===== config.mk =====
export PLATFORM = sky130hd
export DESIGN_NAME = bwgate_top
export DESIGN_NICKNAME = d
export VERILOG_FILES = /design/src/rtl/bwgate_pkg.sv /design/src/rtl/bwgate_regs.sv /design/src/rtl/bwgate_filter.sv /design/src/rtl/bwgate_cmp.sv /design/src/rtl/bwgate_top.sv
export SDC_FILE = /design/constraint.sdc
export NUM_CORES = 1
export LEC_CHECK = 0
export ABC_AREA = 1
export CAP_MARGIN = 20
export CORE_ASPECT_RATIO = 1.1
export CORE_MARGIN = 2
export CORE_UTILIZATION = 40
export CTS_CLUSTER_DIAMETER = 80
export DETAILED_ROUTE_END_ITERATION = 16
export PLACE_DENSITY_LB_ADDON = 0.25
export SLEW_MARGIN = 30
export SYNTH_ARGS = -nofsm -noshare
export SYNTH_HDL_FRONTEND = slang
export SYNTH_HIERARCHICAL = 1
export SYNTH_SLANG_ARGS = --single-unit

===== constraint.sdc =====
create_clock -name clk -period 2.75 [get_ports clk]
set_input_delay 0.6875 -clock clk [delete_from_list [all_inputs] [get_ports clk]]
set_output_delay 0.6875 -clock clk [all_outputs]
set_load 0.02 [all_outputs]

===== src/rtl/bwgate_pkg.sv =====
// Package: shared address encoding and time-constant decode for the
// bandwidth throttle filter. Assumes a 3-bit time-constant code.
package bwgate_pkg;
    localparam int TC_W = 3;

    typedef enum logic [1:0] {
        CFG_TC    = 2'd0,
        CFG_BWLIM = 2'd1,
        CFG_THLIM = 2'd2,
        CFG_LOCK  = 2'd3
    } cfg_addr_e;

    // Maps a time-constant code to a shift offset; codes 4..7 fold to 0.
    function automatic logic [1:0] tc_offset(input logic [TC_W-1:0] code);
        return code[2] ? 2'd0 : code[1:0];
    endfunction
endpackage


===== src/rtl/bwgate_regs.sv =====
// Configuration registers: time-constant code, two limits and a sticky lock.
// Assumes cfg_wdata is at least LIM_W bits wide; the read path is combinational.
module bwgate_regs
    import bwgate_pkg::*;
#(
    parameter int LIM_W = 8
) (
    input  logic             clk,
    input  logic             rst_n,
    input  logic             cfg_we,
    input  logic [1:0]       cfg_addr,
    input  logic [LIM_W-1:0] cfg_wdata,
    output logic [LIM_W-1:0] cfg_rdata,
    output logic [TC_W-1:0]  tc_q,
    output logic [LIM_W-1:0] bw_lim_q,
    output logic [LIM_W-1:0] th_lim_q,
    output logic             locked_q
);
    localparam int PAD_TC = LIM_W - TC_W;

    cfg_addr_e addr;
    logic      wr_ok;

    assign addr  = cfg_addr_e'(cfg_addr);
    assign wr_ok = cfg_we && !locked_q;

    // Register update: writes land only while unlocked; lock can only be set.
    always_ff @(posedge clk) begin
        if (!rst_n) begin
            tc_q     <= '0;
            bw_lim_q <= '0;
            th_lim_q <= '0;
            locked_q <= 1'b0;
        end else if (wr_ok) begin
            case (addr)
                CFG_TC:    tc_q     <= cfg_wdata[TC_W-1:0];
                CFG_BWLIM: bw_lim_q <= cfg_wdata;
                CFG_THLIM: th_lim_q <= cfg_wdata;
                CFG_LOCK:  locked_q <= cfg_wdata[0];
                default:   ;
            endcase
        end
    end

    // Read mux: shows the addressed register with zero padding.
    always_comb begin
        case (addr)
            CFG_TC:    cfg_rdata = {{PAD_TC{1'b0}}, tc_q};
            CFG_BWLIM: cfg_rdata = bw_lim_q;
            CFG_THLIM: cfg_rdata = th_lim_q;
            default:   cfg_rdata = {{(LIM_W-1){1'b0}}, locked_q};
        endcase
    end

    // once set, the lock stays set until reset.
    a_r8_lock_sticky: assert property (@(posedge clk) disable iff (!rst_n)
        locked_q |=> locked_q);

    // a write while locked leaves every setting unchanged.
    a_r9_locked_frozen: assert property (@(posedge clk) disable iff (!rst_n)
        (locked_q && cfg_we) |=> ($stable(tc_q) && $stable(bw_lim_q) && $stable(th_lim_q)));
endmodule


===== src/rtl/bwgate_filter.sv =====
// First-order exponential averaging filter: acc += in - (acc >> s).
// Assumes ACC_W is wide enough that the steady-state value in << s_max fits.
module bwgate_filter
    import bwgate_pkg::*;
#(
    parameter int IN_W       = 8,
    parameter int SHIFT_BASE = 28,
    parameter int ACC_W      = SHIFT_BASE + 3 + IN_W + 1,
    parameter int AVG_W      = ACC_W - SHIFT_BASE
) (
    input  logic             clk,
    input  logic             rst_n,
    input  logic [IN_W-1:0]  wt_in,
    input  logic [TC_W-1:0]  tc,
    output logic [AVG_W-1:0] avg
);
    localparam int SH_W = $clog2(SHIFT_BASE + 4) + 1;
    localparam logic [ACC_W-1:0] ACC_MAX =
        ACC_W'((2**IN_W) - 1) << (SHIFT_BASE + 3);

    logic [ACC_W-1:0] acc_q;
    logic [ACC_W-1:0] leak;
    logic [SH_W-1:0]  shamt;

    assign shamt = SH_W'(SHIFT_BASE) + SH_W'(tc_offset(tc));
    assign leak  = acc_q >> shamt;
    assign avg   = AVG_W'(leak);

    // Accumulator step: add this clock's weight, drain one time-constant share.
    always_ff @(posedge clk) begin
        if (!rst_n) acc_q <= '0;
        else        acc_q <= acc_q + ACC_W'(wt_in) - leak;
    end

    // the accumulator stays within its no-overflow bound.
    a_r10_no_overflow: assert property (@(posedge clk) disable iff (!rst_n)
        acc_q <= ACC_MAX);

    // with no incoming weight the accumulator never grows.
    a_r3_idle_decay: assert property (@(posedge clk) disable iff (!rst_n)
        (wt_in == '0) |=> (acc_q <= $past(acc_q)));
endmodule


===== src/rtl/bwgate_cmp.sv =====
// Limit select and registered stall: stall <= (avg >= active limit).
// Assumes AVG_W >= LIM_W so the limit zero-extends without loss.
module bwgate_cmp #(
    parameter int LIM_W = 8,
    parameter int AVG_W = 12
) (
    input  logic             clk,
    input  logic             rst_n,
    input  logic [AVG_W-1:0] avg,
    input  logic [LIM_W-1:0] bw_lim,
    input  logic [LIM_W-1:0] th_lim,
    input  logic             thermal_req,
    output logic             stall
);
    logic [AVG_W-1:0] lim_ext;

    assign lim_ext = thermal_req ? AVG_W'(th_lim) : AVG_W'(bw_lim);

    // Stall register: one clock behind the filtered value it judges.
    always_ff @(posedge clk) begin
        if (!rst_n) stall <= 1'b0;
        else        stall <= (avg >= lim_ext);
    end

    // reset leaves stall low.
    a_r1_reset_stall: assert property (@(posedge clk)
        !rst_n |=> !stall);

    // in bandwidth mode stall follows the bandwidth limit.
    a_r5_bw_limit: assert property (@(posedge clk) disable iff (!rst_n)
        ($past(rst_n) && !$past(thermal_req)) |->
            (stall == ($past(avg) >= AVG_W'($past(bw_lim)))));

    // in thermal mode stall follows the thermal limit.
    a_r6_th_limit: assert property (@(posedge clk) disable iff (!rst_n)
        ($past(rst_n) && $past(thermal_req)) |->
            (stall == ($past(avg) >= AVG_W'($past(th_lim)))));
endmodule


===== src/rtl/bwgate_top.sv =====
// Memory bandwidth throttle filter top: registers, averaging filter and
// registered limit compare. Assumes weights arrive one per clock.
module bwgate_top
    import bwgate_pkg::*;
#(
    parameter int IN_W       = 8,
    parameter int SHIFT_BASE = 28
) (
    input  logic            clk,
    input  logic            rst_n,
    input  logic [IN_W-1:0] wt_in,
    input  logic            thermal_req,
    input  logic            cfg_we,
    input  logic [1:0]      cfg_addr,
    input  logic [7:0]      cfg_wdata,
    output logic [7:0]      cfg_rdata,
    output logic [IN_W+3:0] avg_out,
    output logic            stall
);
    localparam int LIM_W = 8;
    localparam int ACC_W = SHIFT_BASE + 3 + IN_W + 1;
    localparam int AVG_W = ACC_W - SHIFT_BASE;

    logic [TC_W-1:0]  tc_q;
    logic [LIM_W-1:0] bw_lim_q;
    logic [LIM_W-1:0] th_lim_q;
    logic             locked_q;
    logic [AVG_W-1:0] avg;

    bwgate_regs #(.LIM_W(LIM_W)) u_regs (
        .clk       (clk),
        .rst_n     (rst_n),
        .cfg_we    (cfg_we),
        .cfg_addr  (cfg_addr),
        .cfg_wdata (cfg_wdata),
        .cfg_rdata (cfg_rdata),
        .tc_q      (tc_q),
        .bw_lim_q  (bw_lim_q),
        .th_lim_q  (th_lim_q),
        .locked_q  (locked_q)
    );

    bwgate_filter #(
        .IN_W       (IN_W),
        .SHIFT_BASE (SHIFT_BASE),
        .ACC_W      (ACC_W),
        .AVG_W      (AVG_W)
    ) u_filter (
        .clk   (clk),
        .rst_n (rst_n),
        .wt_in (wt_in),
        .tc    (tc_q),
        .avg   (avg)
    );

    bwgate_cmp #(.LIM_W(LIM_W), .AVG_W(AVG_W)) u_cmp (
        .clk         (clk),
        .rst_n       (rst_n),
        .avg         (avg),
        .bw_lim      (bw_lim_q),
        .th_lim      (th_lim_q),
        .thermal_req (thermal_req),
        .stall       (stall)
    );

    assign avg_out = avg;

    // an unlocked block ignores a lock write of 0.
    a_r8_zero_no_lock: assert property (@(posedge clk) disable iff (!rst_n)
        (!locked_q && cfg_we && cfg_addr == 2'd3 && !cfg_wdata[0]) |=> !locked_q);
endmodule


==> metrics.md <==
| Metric | Value |
|---|---|
| WP buf/inv | 5 |
| CTS Root Cell | clkbuf_16 |
| Ys Warns | 6 |
| Register area share after synthesis | 0.204 |
| Longest Clk Path Bufs | 2 |
| Area Growth Syn to Fin | 47.4% |
| FP Rows | 46 |
| Synthesized area per cell | 5.93 µm² |
| Syn nets | 1,092 |
| Final Skew | 0.00889 ns |
| Actual slew at the worst max-slew pin | 0.568 ns |
| Ant diodes | 0 |
| Cts bufs inserted | 9 |
| Vias | 6,538 |
| Data arrival, critical path | 3.19 ns |
| Failing checks | negative setup slack |
| # DRC | 0 |
| Clock net sink count | 61 |
| Die Area | 16,000 µm² |
| Final Setup Violations | 33 |
| Rel. slew slack | 0.621 |
| Vias in the first global route | 6,302 |
| Final WS setup | -0.197 ns |
| Total of max-cap violations | 0 |
| Top cell type's share of synthesized area | 0.204 |
| Crit path largest cell delay | 0.53 ns |
| Worst hold slack | 0.499 ns |
| CP Class | reg -> reg |
| Hold crit path type | reg -> reg |
| CTS Hold Bufs | 0 |
| Routability cong. | 0.937 |
| Cell area after synthesis | 5980 µm² |
| Gr usage total | 0.229 |
| Fraction of registers with async set/reset | 0 |
| CP delay by family, top | adder cells |
| Dominant cells by area after synthesis | dfxtp_1, nand2_1, inv_1 |
| Slowest CP cell | fa_1 |
| Most frequent cell after synthesis | nand2_1 |
| Worst-path clk slew | 0.06 ns |
| Starting DRC count in detailed routing | 449 |
| Req. time, crit path | 2.99 ns |
| Die width | 121 µm |
| RSZ-0062 raised after global routing | yes |
| Synth Instances | 1,010 |
| CP max FO | 6 |
| #FFs+latches synth | 61 |
| Post-synth top cells | nand2_1, inv_1, nor2_1, a21oi_1, dfxtp_1 |
| Die height | 132 µm |
| Pin count of the biggest net entering global routing | 26 |
| Routed wire length | 18,500 µm |
| Fmax | 0.339 GHz |
| Via-to-Cell Ratio | 4.85 |
| CP cell instances | inv_4 > nand2_8 > buf_12 > buf_12 > o21ai_4 > mux2i_4 > fa_1 > inv_2 > ha_4 > nand3_2 > nand3_2 > buf_6 > nand4_1 > nand3_4 > nand2_4 > a21oi_2 > nor2_1 |
| Clock period minus final worst setup slack | 2.95 ns |
| Post-synth top area cell | dfxtp_1 |
| Max Slew Vio Count | 0 |
| HPWL after detailed placement | 13,600 µm |
| Post-DRT Antenna Nets | 0 |
| I/O Pins | 43 |
| Wire per inst | 13.7 µm |
| H-Tree Depth | 3 |
| Synth unique cells | 32 |
| Final Cycle Share | 1.07 |
| Initial antenna violation count | 0 |
| IO buf count | 42 |
| Status | finished, violations left |
| Core Area | 14,500 µm² |
| Initial Util | 0.413 |
| Grt ovf | 0 |
| Clock Latency Late Sink | 0.34 ns |
| Crit. End Element | register |
| Top FF cell, synth | dfxtp_1 |
| Layout cells sized above 1 | 0.310 |
| Final nets | 1,234 |
| CTS tree | built |
| Hold Fails Final Rpt | 0 |
| Post-synth EDFFs | 0 |
| Critical Path Start Type | register |
| First-pass GRT wire length | 29,500 µm |
| Drt pass-1 iters | 5 |
## final timing paths
check / cells after the start / slack, ns / startpoint / to
max: 17 / -0.20 / u_regs/tc_q[2] / u_filter/acc_q[28]
min: 2 / 0.50 / u_regs/bw_lim_q[5] / u_regs/bw_lim_q[5]
max reg2reg: 17 / -0.20 / u_regs/tc_q[2] / u_filter/acc_q[28]
min reg2reg: 2 / 0.50 / u_regs/bw_lim_q[5] / u_regs/bw_lim_q[5]
## layout by cell type (no fill, tap or decap), types with 4 or more instances in the layout
cell type        netlist  layout
buf_6                  6      14
o21ai_0               39       8
inv_2                  4      16
nor2_4                 7      13
a21oi_2                1      18
clkbuf_16              0       9
inv_1                207     190
o21ai_1                0       8
ha_4                   0      10
dfxtp_1               61      58
a21oi_1               63      42
nand2_4                0      34
mux2i_4                0       4
clkdlybuf4s50_1        0      20
o21ai_4                0      10
o21bai_1               7       6
nand3_4                0       9
a21oi_4                0       4
nand3_2               14      24
ha_1                  52      40
clkbuf_2               0       8
nand2_2               18      43
o21a_1                 5       5
o21ai_2                0      13
fa_1                   8       7
nand2_1              305     243
buf_12                 0       8
dlygate4sd2_1          0      12
inv_4                  0       5
nor2_1               128     113
buf_4                  1      79
nor2_2                 5      14
mux2i_1               11       7
nand3_1               46      27
## worst register-to-register path: stages (launching register included)
cell and delay [ns]:
dfxtp_2 0.33, inv_4 0.07, nand2_8 0.06, buf_12 0.14, buf_12 0.12, o21ai_4 0.18
mux2i_4 0.14, fa_1 0.54, inv_2 0.04, ha_4 0.31, nand3_2 0.09, nand3_2 0.09
buf_6 0.12, nand4_1 0.15, nand3_4 0.20, nand2_4 0.08, a21oi_2 0.13, nor2_1 0.05
## metrics by stage
step                utilization  TNS [ns]  area [µm²]  worst slack, ns  std cells
CTS                       0.582     -3.74        8450           -0.225       1342
finish                    0.608     -3.98        8820           -0.197       1349
global route              0.608     -8.29        8820           -0.369       1349
global placement          0.515    -14.94        7470           -0.485       1315
floorplan                     -         0        6250          0.00362       1010
detailed placement        0.515    -15.84        7470           -0.481       1315
## metal layers
| layer | global-route usage | wire length [µm] | share of wire |
|---|---|---|---|
| met1 | 0.286 | 8160 | 0.44 |
| met2 | 0.380 | 8990 | 0.49 |
| met3 | 0.0411 | 746 | 0.040 |
| met4 | 0.104 | 617 | 0.033 |
| met5 | 0 | 0 | 0 |
## state kept, by name (all words and copies together), names as in the netlist
name	flops
u_cmp/stall	1
u_filter/acc_q	40
u_regs/bw_lim_q	8
u_regs/locked_q	1
u_regs/tc_q	3
u_regs/th_lim_q	8
## cells by family after synthesis
logic type                 share of synthesized area
muxes                                         0.0203
AOI/OAI and AO/OA                              0.104
and+or+nand+nor                                0.383
adders and majority gates                      0.135
xor gates and xnor gates                     0.00293
buffers and inverters                          0.150
DFF                                            0.204
## final cells by class
class	instances	area [µm²]
tap	192	240
clock buffer	10	239
fill	1259	5690
multi-input combinational	725	4950
inverter	212	808
clock inverter	6	86.3
timing repair buffer	143	1270
sequential	61	1220
## what timing repair did
action,CTS,global route
setup endpoints to repair,54,47
buffers inserted,11,9
hold endpoints to repair,0,0
gates cloned,1,0
pin swaps,74,62
resized for setup,177,111
Power is not shown: default switching activity piles up to over one toggle a cycle in this logic, so the estimate is an artifact.
